--- config.mk ---
export PLATFORM = sky130hd
export DESIGN_NAME = dtc_timing_monitor
export DESIGN_NICKNAME = d
export VERILOG_FILES = /design/src/rtl/dtc_pkg.sv /design/src/rtl/dtc_age.sv /design/src/rtl/dtc_bank_track.sv /design/src/rtl/dtc_faw_window.sv /design/src/rtl/dtc_timing_monitor.sv
export SDC_FILE = /design/constraint.sdc
export NUM_CORES = 1
export LEC_CHECK = 0
export BUFFER_PORTS_ARGS = -buffer_cell sky130_fd_sc_hd__clkbuf_2
export CORE_MARGIN = 1
export CORE_UTILIZATION = 37
export CTS_BUF_LIST = sky130_fd_sc_hd__clkbuf_4
export CTS_CLUSTER_SIZE = 40
export DETAILED_ROUTE_END_ITERATION = 8
export GPL_TIMING_DRIVEN = 0
export PLACE_DENSITY = 0.49
export REMOVE_ABC_BUFFERS = 1
export SLEW_MARGIN = 20
export SYNTH_ARGS = -nofsm -noshare
export SYNTH_HDL_FRONTEND = slang
export SYNTH_SLANG_ARGS = --single-unit
--- constraint.sdc ---
create_clock -name clk -period 3 [get_ports clk]
set_input_delay 0.6 -clock clk [delete_from_list [all_inputs] [get_ports clk]]
set_output_delay 0.6 -clock clk [all_outputs]
set_load 0.1 [all_outputs]
--- src/rtl/dtc_pkg.sv ---
package dtc_pkg;

  typedef enum logic [1:0] {
    CMD_ACT = 2'd0,
    CMD_PRE = 2'd1,
    CMD_RD  = 2'd2,
    CMD_WR  = 2'd3
  } dtc_cmd_e;

  // Lower value wins when several rules fail on the same command.
  typedef enum logic [4:0] {
    RULE_NONE       = 5'd0,
    RULE_ACT_OPEN   = 5'd1,
    RULE_CAS_CLOSED = 5'd2,
    RULE_ROW_MISS   = 5'd3,
    RULE_RC         = 5'd4,
    RULE_RP         = 5'd5,
    RULE_RRD_L      = 5'd6,
    RULE_RRD_S      = 5'd7,
    RULE_FAW        = 5'd8,
    RULE_RCD        = 5'd9,
    RULE_CCD_L      = 5'd10,
    RULE_CCD_S      = 5'd11,
    RULE_WTR_L      = 5'd12,
    RULE_WTR_S      = 5'd13,
    RULE_RTW        = 5'd14,
    RULE_RAS        = 5'd15,
    RULE_RTP        = 5'd16,
    RULE_WREC       = 5'd17
  } dtc_rule_e;

endpackage

--- src/rtl/dtc_age.sv ---
// Saturating elapsed-cycle counter: reads 1 one edge after the event.
module dtc_age #(
  parameter int CW  = 6,
  parameter int SAT = 40
) (
  input  logic          clk,
  input  logic          rst_n,
  input  logic          hit,
  output logic          seen,
  output logic [CW-1:0] age
);
  localparam logic [CW-1:0] SAT_V = CW'(SAT);

  always_ff @(posedge clk) begin
    if (!rst_n) begin
      seen <= 1'b0;
      age  <= '0;
    end else if (hit) begin
      seen <= 1'b1;
      age  <= CW'(1);
    end else if (seen && age < SAT_V) begin
      age <= age + CW'(1);
    end
  end
endmodule

--- src/rtl/dtc_bank_track.sv ---
module dtc_bank_track
  import dtc_pkg::*;
#(
  parameter int ROW_W = 8,
  parameter int CW    = 6,
  parameter int SAT   = 40
) (
  input  logic             clk,
  input  logic             rst_n,
  input  logic             sel,
  input  dtc_cmd_e         kind,
  input  logic [ROW_W-1:0] row,
  output logic             is_open,
  output logic [ROW_W-1:0] open_row,
  output logic             act_seen,
  output logic [CW-1:0]    act_age,
  output logic             pre_seen,
  output logic [CW-1:0]    pre_age,
  output logic             rd_seen,
  output logic [CW-1:0]    rd_age,
  output logic             wr_seen,
  output logic [CW-1:0]    wr_age
);
  logic hit_act, hit_pre, hit_rd, hit_wr;
  assign hit_act = sel && kind == CMD_ACT;
  assign hit_pre = sel && kind == CMD_PRE;
  assign hit_rd  = sel && kind == CMD_RD;
  assign hit_wr  = sel && kind == CMD_WR;

  dtc_age #(.CW(CW), .SAT(SAT)) u_act (.clk(clk), .rst_n(rst_n), .hit(hit_act), .seen(act_seen), .age(act_age));
  dtc_age #(.CW(CW), .SAT(SAT)) u_pre (.clk(clk), .rst_n(rst_n), .hit(hit_pre), .seen(pre_seen), .age(pre_age));
  dtc_age #(.CW(CW), .SAT(SAT)) u_rd  (.clk(clk), .rst_n(rst_n), .hit(hit_rd),  .seen(rd_seen),  .age(rd_age));
  dtc_age #(.CW(CW), .SAT(SAT)) u_wr  (.clk(clk), .rst_n(rst_n), .hit(hit_wr),  .seen(wr_seen),  .age(wr_age));

  // A column access to a closed bank is flagged upstream but still opens the
  // bank, so a later activate without precharge is caught as well.
  always_ff @(posedge clk) begin
    if (!rst_n) begin
      is_open  <= 1'b0;
      open_row <= '0;
    end else if (hit_act) begin
      is_open  <= 1'b1;
      open_row <= row;
    end else if (hit_pre) begin
      is_open  <= 1'b0;
    end else if ((hit_rd || hit_wr) && !is_open) begin
      is_open  <= 1'b1;
      open_row <= row;
    end
  end
endmodule

--- src/rtl/dtc_faw_window.sv ---
// Holds the most recent activates (bank and age), newest in slot 0.
module dtc_faw_window #(
  parameter int DEPTH = 3,
  parameter int IW    = 2,
  parameter int CW    = 6,
  parameter int SAT   = 40
) (
  input  logic          clk,
  input  logic          rst_n,
  input  logic          push,
  input  logic [IW-1:0] push_bank,
  output logic          ent_v    [DEPTH],
  output logic [IW-1:0] ent_bank [DEPTH],
  output logic [CW-1:0] ent_age  [DEPTH]
);
  localparam logic [CW-1:0] SAT_V = CW'(SAT);

  function automatic logic [CW-1:0] bump(input logic [CW-1:0] a);
    return (a < SAT_V) ? a + CW'(1) : a;
  endfunction

  for (genvar i = 0; i < DEPTH; i++) begin : g_slot
    if (i == 0) begin : g_head
      always_ff @(posedge clk) begin
        if (!rst_n) begin
          ent_v[i]    <= 1'b0;
          ent_bank[i] <= '0;
          ent_age[i]  <= '0;
        end else if (push) begin
          ent_v[i]    <= 1'b1;
          ent_bank[i] <= push_bank;
          ent_age[i]  <= CW'(1);
        end else begin
          ent_age[i]  <= bump(ent_age[i]);
        end
      end
    end else begin : g_tail
      always_ff @(posedge clk) begin
        if (!rst_n) begin
          ent_v[i]    <= 1'b0;
          ent_bank[i] <= '0;
          ent_age[i]  <= '0;
        end else if (push) begin
          ent_v[i]    <= ent_v[i-1];
          ent_bank[i] <= ent_bank[i-1];
          ent_age[i]  <= bump(ent_age[i-1]);
        end else begin
          ent_age[i]  <= bump(ent_age[i]);
        end
      end
    end
  end
endmodule

--- src/rtl/dtc_timing_monitor.sv ---
module dtc_timing_monitor
  import dtc_pkg::*;
#(
  parameter int GROUPS          = 2,
  parameter int BANKS_PER_GROUP = 2,
  parameter int ROW_W           = 8,
  parameter int T_RRD_S = 2,
  parameter int T_RRD_L = 3,
  parameter int T_FAW   = 10,
  parameter int T_RC    = 8,
  parameter int T_RP    = 3,
  parameter int T_RCD   = 3,
  parameter int T_RAS   = 5,
  parameter int T_RTP   = 2,
  parameter int T_WR    = 2,
  parameter int T_WL    = 2,
  parameter int T_BURST = 2,
  parameter int T_RTW   = 4,
  parameter int T_WTR_S = 1,
  parameter int T_WTR_L = 3,
  parameter int T_CCD_S = 2,
  parameter int T_CCD_L = 4,
  localparam int GW = (GROUPS > 1) ? $clog2(GROUPS) : 1,
  localparam int BW = (BANKS_PER_GROUP > 1) ? $clog2(BANKS_PER_GROUP) : 1
) (
  input  logic             clk,
  input  logic             rst_n,
  input  logic             cmd_valid,
  input  logic [1:0]       cmd_kind,
  input  logic [GW-1:0]    cmd_group,
  input  logic [BW-1:0]    cmd_bank,
  input  logic [ROW_W-1:0] cmd_row,
  output logic             viol_valid,
  output logic [4:0]       viol_code,
  output logic [GW-1:0]    viol_group,
  output logic [BW-1:0]    viol_bank
);
  localparam int NB    = GROUPS * BANKS_PER_GROUP;
  localparam int IW    = (NB > 1) ? $clog2(NB) : 1;
  localparam bit MULTI = (GROUPS > 1);
  localparam int DEPTH = 3;
  localparam int SAT   = T_RRD_S + T_RRD_L + T_FAW + T_RC + T_RP + T_RCD + T_RAS
                       + T_RTP + T_WR + T_WL + T_BURST + T_RTW + T_WTR_S + T_WTR_L
                       + T_CCD_S + T_CCD_L;
  localparam int CW    = $clog2(SAT + 2);

  localparam logic [CW-1:0] K_RRD_S = CW'(T_RRD_S);
  localparam logic [CW-1:0] K_RRD_L = CW'(T_RRD_L);
  localparam logic [CW-1:0] K_FAW   = CW'(T_FAW);
  localparam logic [CW-1:0] K_RC    = CW'(T_RC);
  localparam logic [CW-1:0] K_RP    = CW'(T_RP);
  localparam logic [CW-1:0] K_RCD   = CW'(T_RCD);
  localparam logic [CW-1:0] K_RAS   = CW'(T_RAS);
  localparam logic [CW-1:0] K_RTP   = CW'(T_RTP);
  localparam logic [CW-1:0] K_WREC  = CW'(T_WL + T_BURST + T_WR);
  localparam logic [CW-1:0] K_RTW   = CW'(T_RTW);
  localparam logic [CW-1:0] K_WTR_S = CW'(T_WTR_S + T_WL + T_BURST);
  localparam logic [CW-1:0] K_WTR_L = CW'(T_WTR_L + T_WL + T_BURST);
  localparam logic [CW-1:0] K_CCD_S = CW'(T_CCD_S);
  localparam logic [CW-1:0] K_CCD_L = CW'(T_CCD_L);
  localparam logic [IW-1:0] BPG_V   = IW'(BANKS_PER_GROUP);

  dtc_cmd_e      kind;
  logic [IW-1:0] cur_idx;
  logic is_act, is_pre, is_rd, is_wr, is_cas;

  assign kind    = dtc_cmd_e'(cmd_kind);
  assign cur_idx = IW'(cmd_group) * BPG_V + IW'(cmd_bank);
  assign is_act  = cmd_valid && kind == CMD_ACT;
  assign is_pre  = cmd_valid && kind == CMD_PRE;
  assign is_rd   = cmd_valid && kind == CMD_RD;
  assign is_wr   = cmd_valid && kind == CMD_WR;
  assign is_cas  = is_rd || is_wr;

  // Per-bank state
  logic             b_open     [NB];
  logic [ROW_W-1:0] b_row      [NB];
  logic             b_act_seen [NB];
  logic [CW-1:0]    b_act_age  [NB];
  logic             b_pre_seen [NB];
  logic [CW-1:0]    b_pre_age  [NB];
  logic             b_rd_seen  [NB];
  logic [CW-1:0]    b_rd_age   [NB];
  logic             b_wr_seen  [NB];
  logic [CW-1:0]    b_wr_age   [NB];

  for (genvar b = 0; b < NB; b++) begin : g_bank
    dtc_bank_track #(.ROW_W(ROW_W), .CW(CW), .SAT(SAT)) u_bank (
      .clk      (clk),
      .rst_n    (rst_n),
      .sel      (cmd_valid && cur_idx == IW'(b)),
      .kind     (kind),
      .row      (cmd_row),
      .is_open  (b_open[b]),
      .open_row (b_row[b]),
      .act_seen (b_act_seen[b]),
      .act_age  (b_act_age[b]),
      .pre_seen (b_pre_seen[b]),
      .pre_age  (b_pre_age[b]),
      .rd_seen  (b_rd_seen[b]),
      .rd_age   (b_rd_age[b]),
      .wr_seen  (b_wr_seen[b]),
      .wr_age   (b_wr_age[b])
    );
  end

  // Per-group column history
  logic          g_rd_seen [GROUPS];
  logic [CW-1:0] g_rd_age  [GROUPS];
  logic          g_wr_seen [GROUPS];
  logic [CW-1:0] g_wr_age  [GROUPS];

  for (genvar g = 0; g < GROUPS; g++) begin : g_grp
    dtc_age #(.CW(CW), .SAT(SAT)) u_rd (
      .clk(clk), .rst_n(rst_n), .hit(is_rd && cmd_group == GW'(g)),
      .seen(g_rd_seen[g]), .age(g_rd_age[g]));
    dtc_age #(.CW(CW), .SAT(SAT)) u_wr (
      .clk(clk), .rst_n(rst_n), .hit(is_wr && cmd_group == GW'(g)),
      .seen(g_wr_seen[g]), .age(g_wr_age[g]));
  end

  // Activate window
  logic          w_v    [DEPTH];
  logic [IW-1:0] w_bank [DEPTH];
  logic [CW-1:0] w_age  [DEPTH];

  dtc_faw_window #(.DEPTH(DEPTH), .IW(IW), .CW(CW), .SAT(SAT)) u_win (
    .clk       (clk),
    .rst_n     (rst_n),
    .push      (is_act),
    .push_bank (cur_idx),
    .ent_v     (w_v),
    .ent_bank  (w_bank),
    .ent_age   (w_age)
  );

  // Rule evaluation
  logic f_act_open, f_cas_closed, f_row_miss, f_rc, f_rp, f_rcd;
  logic f_ras, f_rtp, f_wrec, f_rrd_l, f_rrd_s, f_faw;
  logic f_ccd_l, f_ccd_s, f_wtr_l, f_wtr_s, f_rtw;
  logic win_full, win_distinct;
  dtc_rule_e rule;

  always_comb begin
    f_act_open   = is_act && b_open[cur_idx];
    f_cas_closed = is_cas && !b_open[cur_idx];
    f_row_miss   = is_cas && b_open[cur_idx] && b_row[cur_idx] != cmd_row;
    f_rc   = is_act && b_act_seen[cur_idx] && b_act_age[cur_idx] < K_RC;
    f_rp   = is_act && b_pre_seen[cur_idx] && b_pre_age[cur_idx] < K_RP;
    f_rcd  = is_cas && b_act_seen[cur_idx] && b_act_age[cur_idx] < K_RCD;
    f_ras  = is_pre && b_act_seen[cur_idx] && b_act_age[cur_idx] < K_RAS;
    f_rtp  = is_pre && b_rd_seen[cur_idx]  && b_rd_age[cur_idx]  < K_RTP;
    f_wrec = is_pre && b_wr_seen[cur_idx]  && b_wr_age[cur_idx]  < K_WREC;

    f_rrd_l = 1'b0;
    f_rrd_s = 1'b0;
    for (int b = 0; b < NB; b++) begin
      if (is_act && IW'(b) != cur_idx && b_act_seen[b]) begin
        if (GW'(b / BANKS_PER_GROUP) == cmd_group) begin
          if (b_act_age[b] < K_RRD_L) f_rrd_l = 1'b1;
        end else if (MULTI) begin
          if (b_act_age[b] < K_RRD_S) f_rrd_s = 1'b1;
        end
      end
    end

    f_ccd_l = 1'b0;
    f_ccd_s = 1'b0;
    f_wtr_l = 1'b0;
    f_wtr_s = 1'b0;
    f_rtw   = 1'b0;
    for (int g = 0; g < GROUPS; g++) begin
      if (GW'(g) == cmd_group) begin
        if (is_rd && g_rd_seen[g] && g_rd_age[g] < K_CCD_L) f_ccd_l = 1'b1;
        if (is_wr && g_wr_seen[g] && g_wr_age[g] < K_CCD_L) f_ccd_l = 1'b1;
        if (is_rd && g_wr_seen[g] && g_wr_age[g] < K_WTR_L) f_wtr_l = 1'b1;
      end else if (MULTI) begin
        if (is_rd && g_rd_seen[g] && g_rd_age[g] < K_CCD_S) f_ccd_s = 1'b1;
        if (is_wr && g_wr_seen[g] && g_wr_age[g] < K_CCD_S) f_ccd_s = 1'b1;
        if (is_rd && g_wr_seen[g] && g_wr_age[g] < K_WTR_S) f_wtr_s = 1'b1;
      end
      if (is_wr && g_rd_seen[g] && g_rd_age[g] < K_RTW) f_rtw = 1'b1;
    end

    win_full     = 1'b1;
    win_distinct = 1'b1;
    for (int i = 0; i < DEPTH; i++) begin
      if (!w_v[i]) win_full = 1'b0;
      if (w_bank[i] == cur_idx) win_distinct = 1'b0;
      for (int j = i + 1; j < DEPTH; j++) begin
        if (w_bank[i] == w_bank[j]) win_distinct = 1'b0;
      end
    end
    f_faw = is_act && win_full && win_distinct && w_age[DEPTH-1] < K_FAW;

    if      (f_act_open)   rule = RULE_ACT_OPEN;
    else if (f_cas_closed) rule = RULE_CAS_CLOSED;
    else if (f_row_miss)   rule = RULE_ROW_MISS;
    else if (f_rc)         rule = RULE_RC;
    else if (f_rp)         rule = RULE_RP;
    else if (f_rrd_l)      rule = RULE_RRD_L;
    else if (f_rrd_s)      rule = RULE_RRD_S;
    else if (f_faw)        rule = RULE_FAW;
    else if (f_rcd)        rule = RULE_RCD;
    else if (f_ccd_l)      rule = RULE_CCD_L;
    else if (f_ccd_s)      rule = RULE_CCD_S;
    else if (f_wtr_l)      rule = RULE_WTR_L;
    else if (f_wtr_s)      rule = RULE_WTR_S;
    else if (f_rtw)        rule = RULE_RTW;
    else if (f_ras)        rule = RULE_RAS;
    else if (f_rtp)        rule = RULE_RTP;
    else if (f_wrec)       rule = RULE_WREC;
    else                   rule = RULE_NONE;
  end

  always_ff @(posedge clk) begin
    if (!rst_n) begin
      viol_valid <= 1'b0;
      viol_code  <= 5'd0;
      viol_group <= '0;
      viol_bank  <= '0;
    end else if (rule != RULE_NONE) begin
      viol_valid <= 1'b1;
      viol_code  <= rule;
      viol_group <= cmd_group;
      viol_bank  <= cmd_bank;
    end else begin
      viol_valid <= 1'b0;
      viol_code  <= 5'd0;
      viol_group <= '0;
      viol_bank  <= '0;
    end
  end
endmodule

==> reports/metrics.yaml <==
timing:
  skew_ns: 0.0413
  tightest_slew_ns: 1.00
  maxSlewHeadroom_pct: 32.9
  rsz0062_at_grt: "no"
  hold_viol: 0
  fin_crit_ns: 2.73
  final_max_slew_viol_count: 0
  period_share_pct: 91.2
  setup_viol: 0
  fmax_mhz: 366
  worst_slack_ns: 0.265
logic_synthesis:
  async_reset_ff_share_pct: 0
  synth_area_um2: 10100
  synth_top_flop_cell: "dfxtp_1"
  avgSynthCellArea_um2: 9.13
  yosysSeqAreaShare_pct: 42.0
  synth_warnings: 0
  synth_top_area_share_pct: 42.0
  synth_seq_cells: 211
  synth_cell_type_count: 68
  yosysTopAreaCell: "dfxtp_1"
  synth_cells: 1101
  yosys-top-cells-area: "dfxtp_1 42%, mux2i_1 6.1%, xor2_1 5.8%, nor2_1 5.5%, nand2_1 4.6%"
  synth_edf_count: 0
placed_design:
  gp_congestion: 0.751
  dp_slack_ns: -0.879
  io_buffers: 22
  hpwl_um: 14900
  placed_area_um2: 10500
setup_path:
  setup.worst_path.start: "cmd_group"
  ff2ff_path_depth: 6
  critPathMaxFanout: 41
  worstSetupStartpointType: "input pin"
  reg2reg_to: "viol_bank"
  worst_ep_arrival_time_ns: 3.26
  endpoint_kind: "flop"
  critPathKind: "in -> reg"
  cp.required_ns: 3.52
  r2r-start: "g_bank[0].u_bank.u_pre.age[2]"
  rrSetupSlack_ns: 0.53
floorplanning:
  die_x_um: 167
  die_y_um: 167
  initial_utilization_pct: 38.1
  rows: 59
  ios: 23
  dieArea_um2: 27800
  core_um2: 26400
cts:
  htreeDepth: 2
  clk_latency_ns: 0.66
  cts.clk_slew.worst_paths_ns: 0.06
  cts_made_buffers: 59
  postCtsSetupBuffers: 0
  cts_sinks: 211
  cts_root_buf: "clkbuf_4"
  clk_path_buf_depth: 3
  cts_tree: "yes"
routing:
  drt_pass1_iterations: 4
  detail-route-antenna-nets: 0
  drtIter0Drc: 326
  wl_um: 22400
  route.detailed.drc: 0
  wl_per_cell_um: 14.7
  drt-vias-per-instance: 5.05
  routed-via-count: 7675
power_and_ir_drop:
  irDropWorstVdd_v: 0.000282
  p_per_area_nw_per_um2: 524
  p_leak_nw: 4.44
min_path:
  min_delay_path_depth: 3
  holdPathEnd: "g_bank[2].u_bank.open_row[4]"
  min-delay-path-class: "in -> reg"
  hp-start: "cmd_row[4]"
grt:
  grt_pass1_wl_um: 37100
  first_global_vias: 7416
  grt_max_degree: 123
  grt_overflow: 0
  antenna_found_initial: 1
  track_usage_pct: 16.3
finish:
  fillers: 2667
  final_cell_mix: "211 x dfxtp_1, 146 x nor2_1, 121 x nand2_1"
  area.growth.synth_to_final_pct: 11.0
  final_nets: 1186
  final_area_um2: 11200
  layout_commonest_cell: "dfxtp_1"
  drive_gt1_share_pct: 11.8
flow_run:
  cap_violations: 0
outcome:
  status: "finished clean"
==> per-stage QoR <==
stage / util, % / power (mW) / std cells / hold slack [ns] / setup TNS (ns)
CTS: 42.3 / 5.97 / 1517 / 0.224 / 0
floorplan: - / 3.27 / 1060 / 0.444 / 0
global placement: 39.4 / 3.43 / 1417 / 0.462 / -55.09
detailed placement: 39.7 / 3.44 / 1420 / 0.467 / -8.33
finish: 42.3 / 5.85 / 1519 / 0.284 / 0
global route: 42.3 / 6.16 / 1519 / 0.256 / 0
==> synthesized netlist by cell type (25+ instances only) <==
master      n
dfxtp_1   211
nor2_1    146
nand2_1   122
xor2_1     67
mux2i_1    61
nor2b_1    38
a31oi_1    37
a21boi_0   33
nand4_1    30
nand3_1    29
o21ai_0    29
clkbuf_1   28
inv_1      28
xnor2_1    28
o21a_1     26
ha_1       25
==> logic make-up (layout without fill, tap and decap cells) <==
family / count (synthesis) / in the layout / share of synthesized area, %
XOR/XNOR: 95 / 95 / 8.28
flip-flops: 211 / 211 / 42.0
AND/OR/NAND/NOR: 444 / 444 / 21.7
adder cells (fa/ha/maj): 25 / 25 / 3.11
other: 0 / 2 / 0
multiplexers: 76 / 76 / 9.25
AO/OA/AOI/OAI: 181 / 181 / 12.7
buffers and inverters: 69 / 150 / 2.95
==> flip-flops by register name, indices dropped and copies added (netlist names), 5 cells and up <==
signal                   flops
g_bank.u_bank.open_row      32
g_bank.u_bank.u_act.age     24
g_bank.u_bank.u_pre.age     24
g_bank.u_bank.u_rd.age      24
g_bank.u_bank.u_wr.age      24
u_win.ent_age               18
g_grp.u_rd.age              12
g_grp.u_wr.age              12
u_win.ent_bank               6
viol_code                    5
==> cell type report <==
cell class                      count  area [um^2]  area share (%)
Timing Repair Buffer               25          166            1.49
Inverter                           28          105           0.942
Sequential cell                   211         4220            37.9
Multi-Input combinational cell    821         5540            49.7
Clock buffer                       88          661            5.92
Clock inverter                      9         35.0           0.314
Antenna cell                        2         5.00          0.0449
Tap cell                          335          419            3.76
==> worst max-delay path: stages <==
cell,delay [ns]
clkbuf_4,0.29
buf_12,0.27
nand2_1,0.44
o22ai_2,0.31
and4bb_1,0.26
a21o_1,0.16
a211o_1,0.33
a221oi_4,0.39
a21oi_1,0.14
==> routing by layer <==
metal / vias to the layer above / share of wire, % / global-route usage, %
met5: - / 0 / 0
met4: 0 / 1.9 / 5.43
met3: 44 / 3.2 / 3.40
met2: 90 / 43 / 25.1
met1: 3532 / 52 / 22.5
li1: 4009 / - / -
==> report_power, final <==
part | switching (mW) | total (mW) | internal, mW
registers | 0.0500 | 2.91 | 2.86
logic | 0.291 | 0.457 | 0.165
clock network | 1.16 | 2.48 | 1.31
total | 1.51 | 5.85 | 4.34
==> worst max-delay path by stage <==
stage                 to  slack, ns  depth (start not counted)
5_1_grt        viol_bank       0.18                          8
6_report       viol_bank       0.27                          9
2_1_floorplan  viol_bank       0.03                          7
3_3_place_gp   viol_bank      -1.52                          8
4_1_cts        viol_bank       0.11                          6
3_5_place_dp   viol_bank      -0.88                          8
==> repair_timing <==
item | in CTS | in global routing
setup endpoints to repair | 4 | 0
hold buffers | 0 | 0
gates resized for setup | 1 | 0
(Power assumes the default switching activity.)
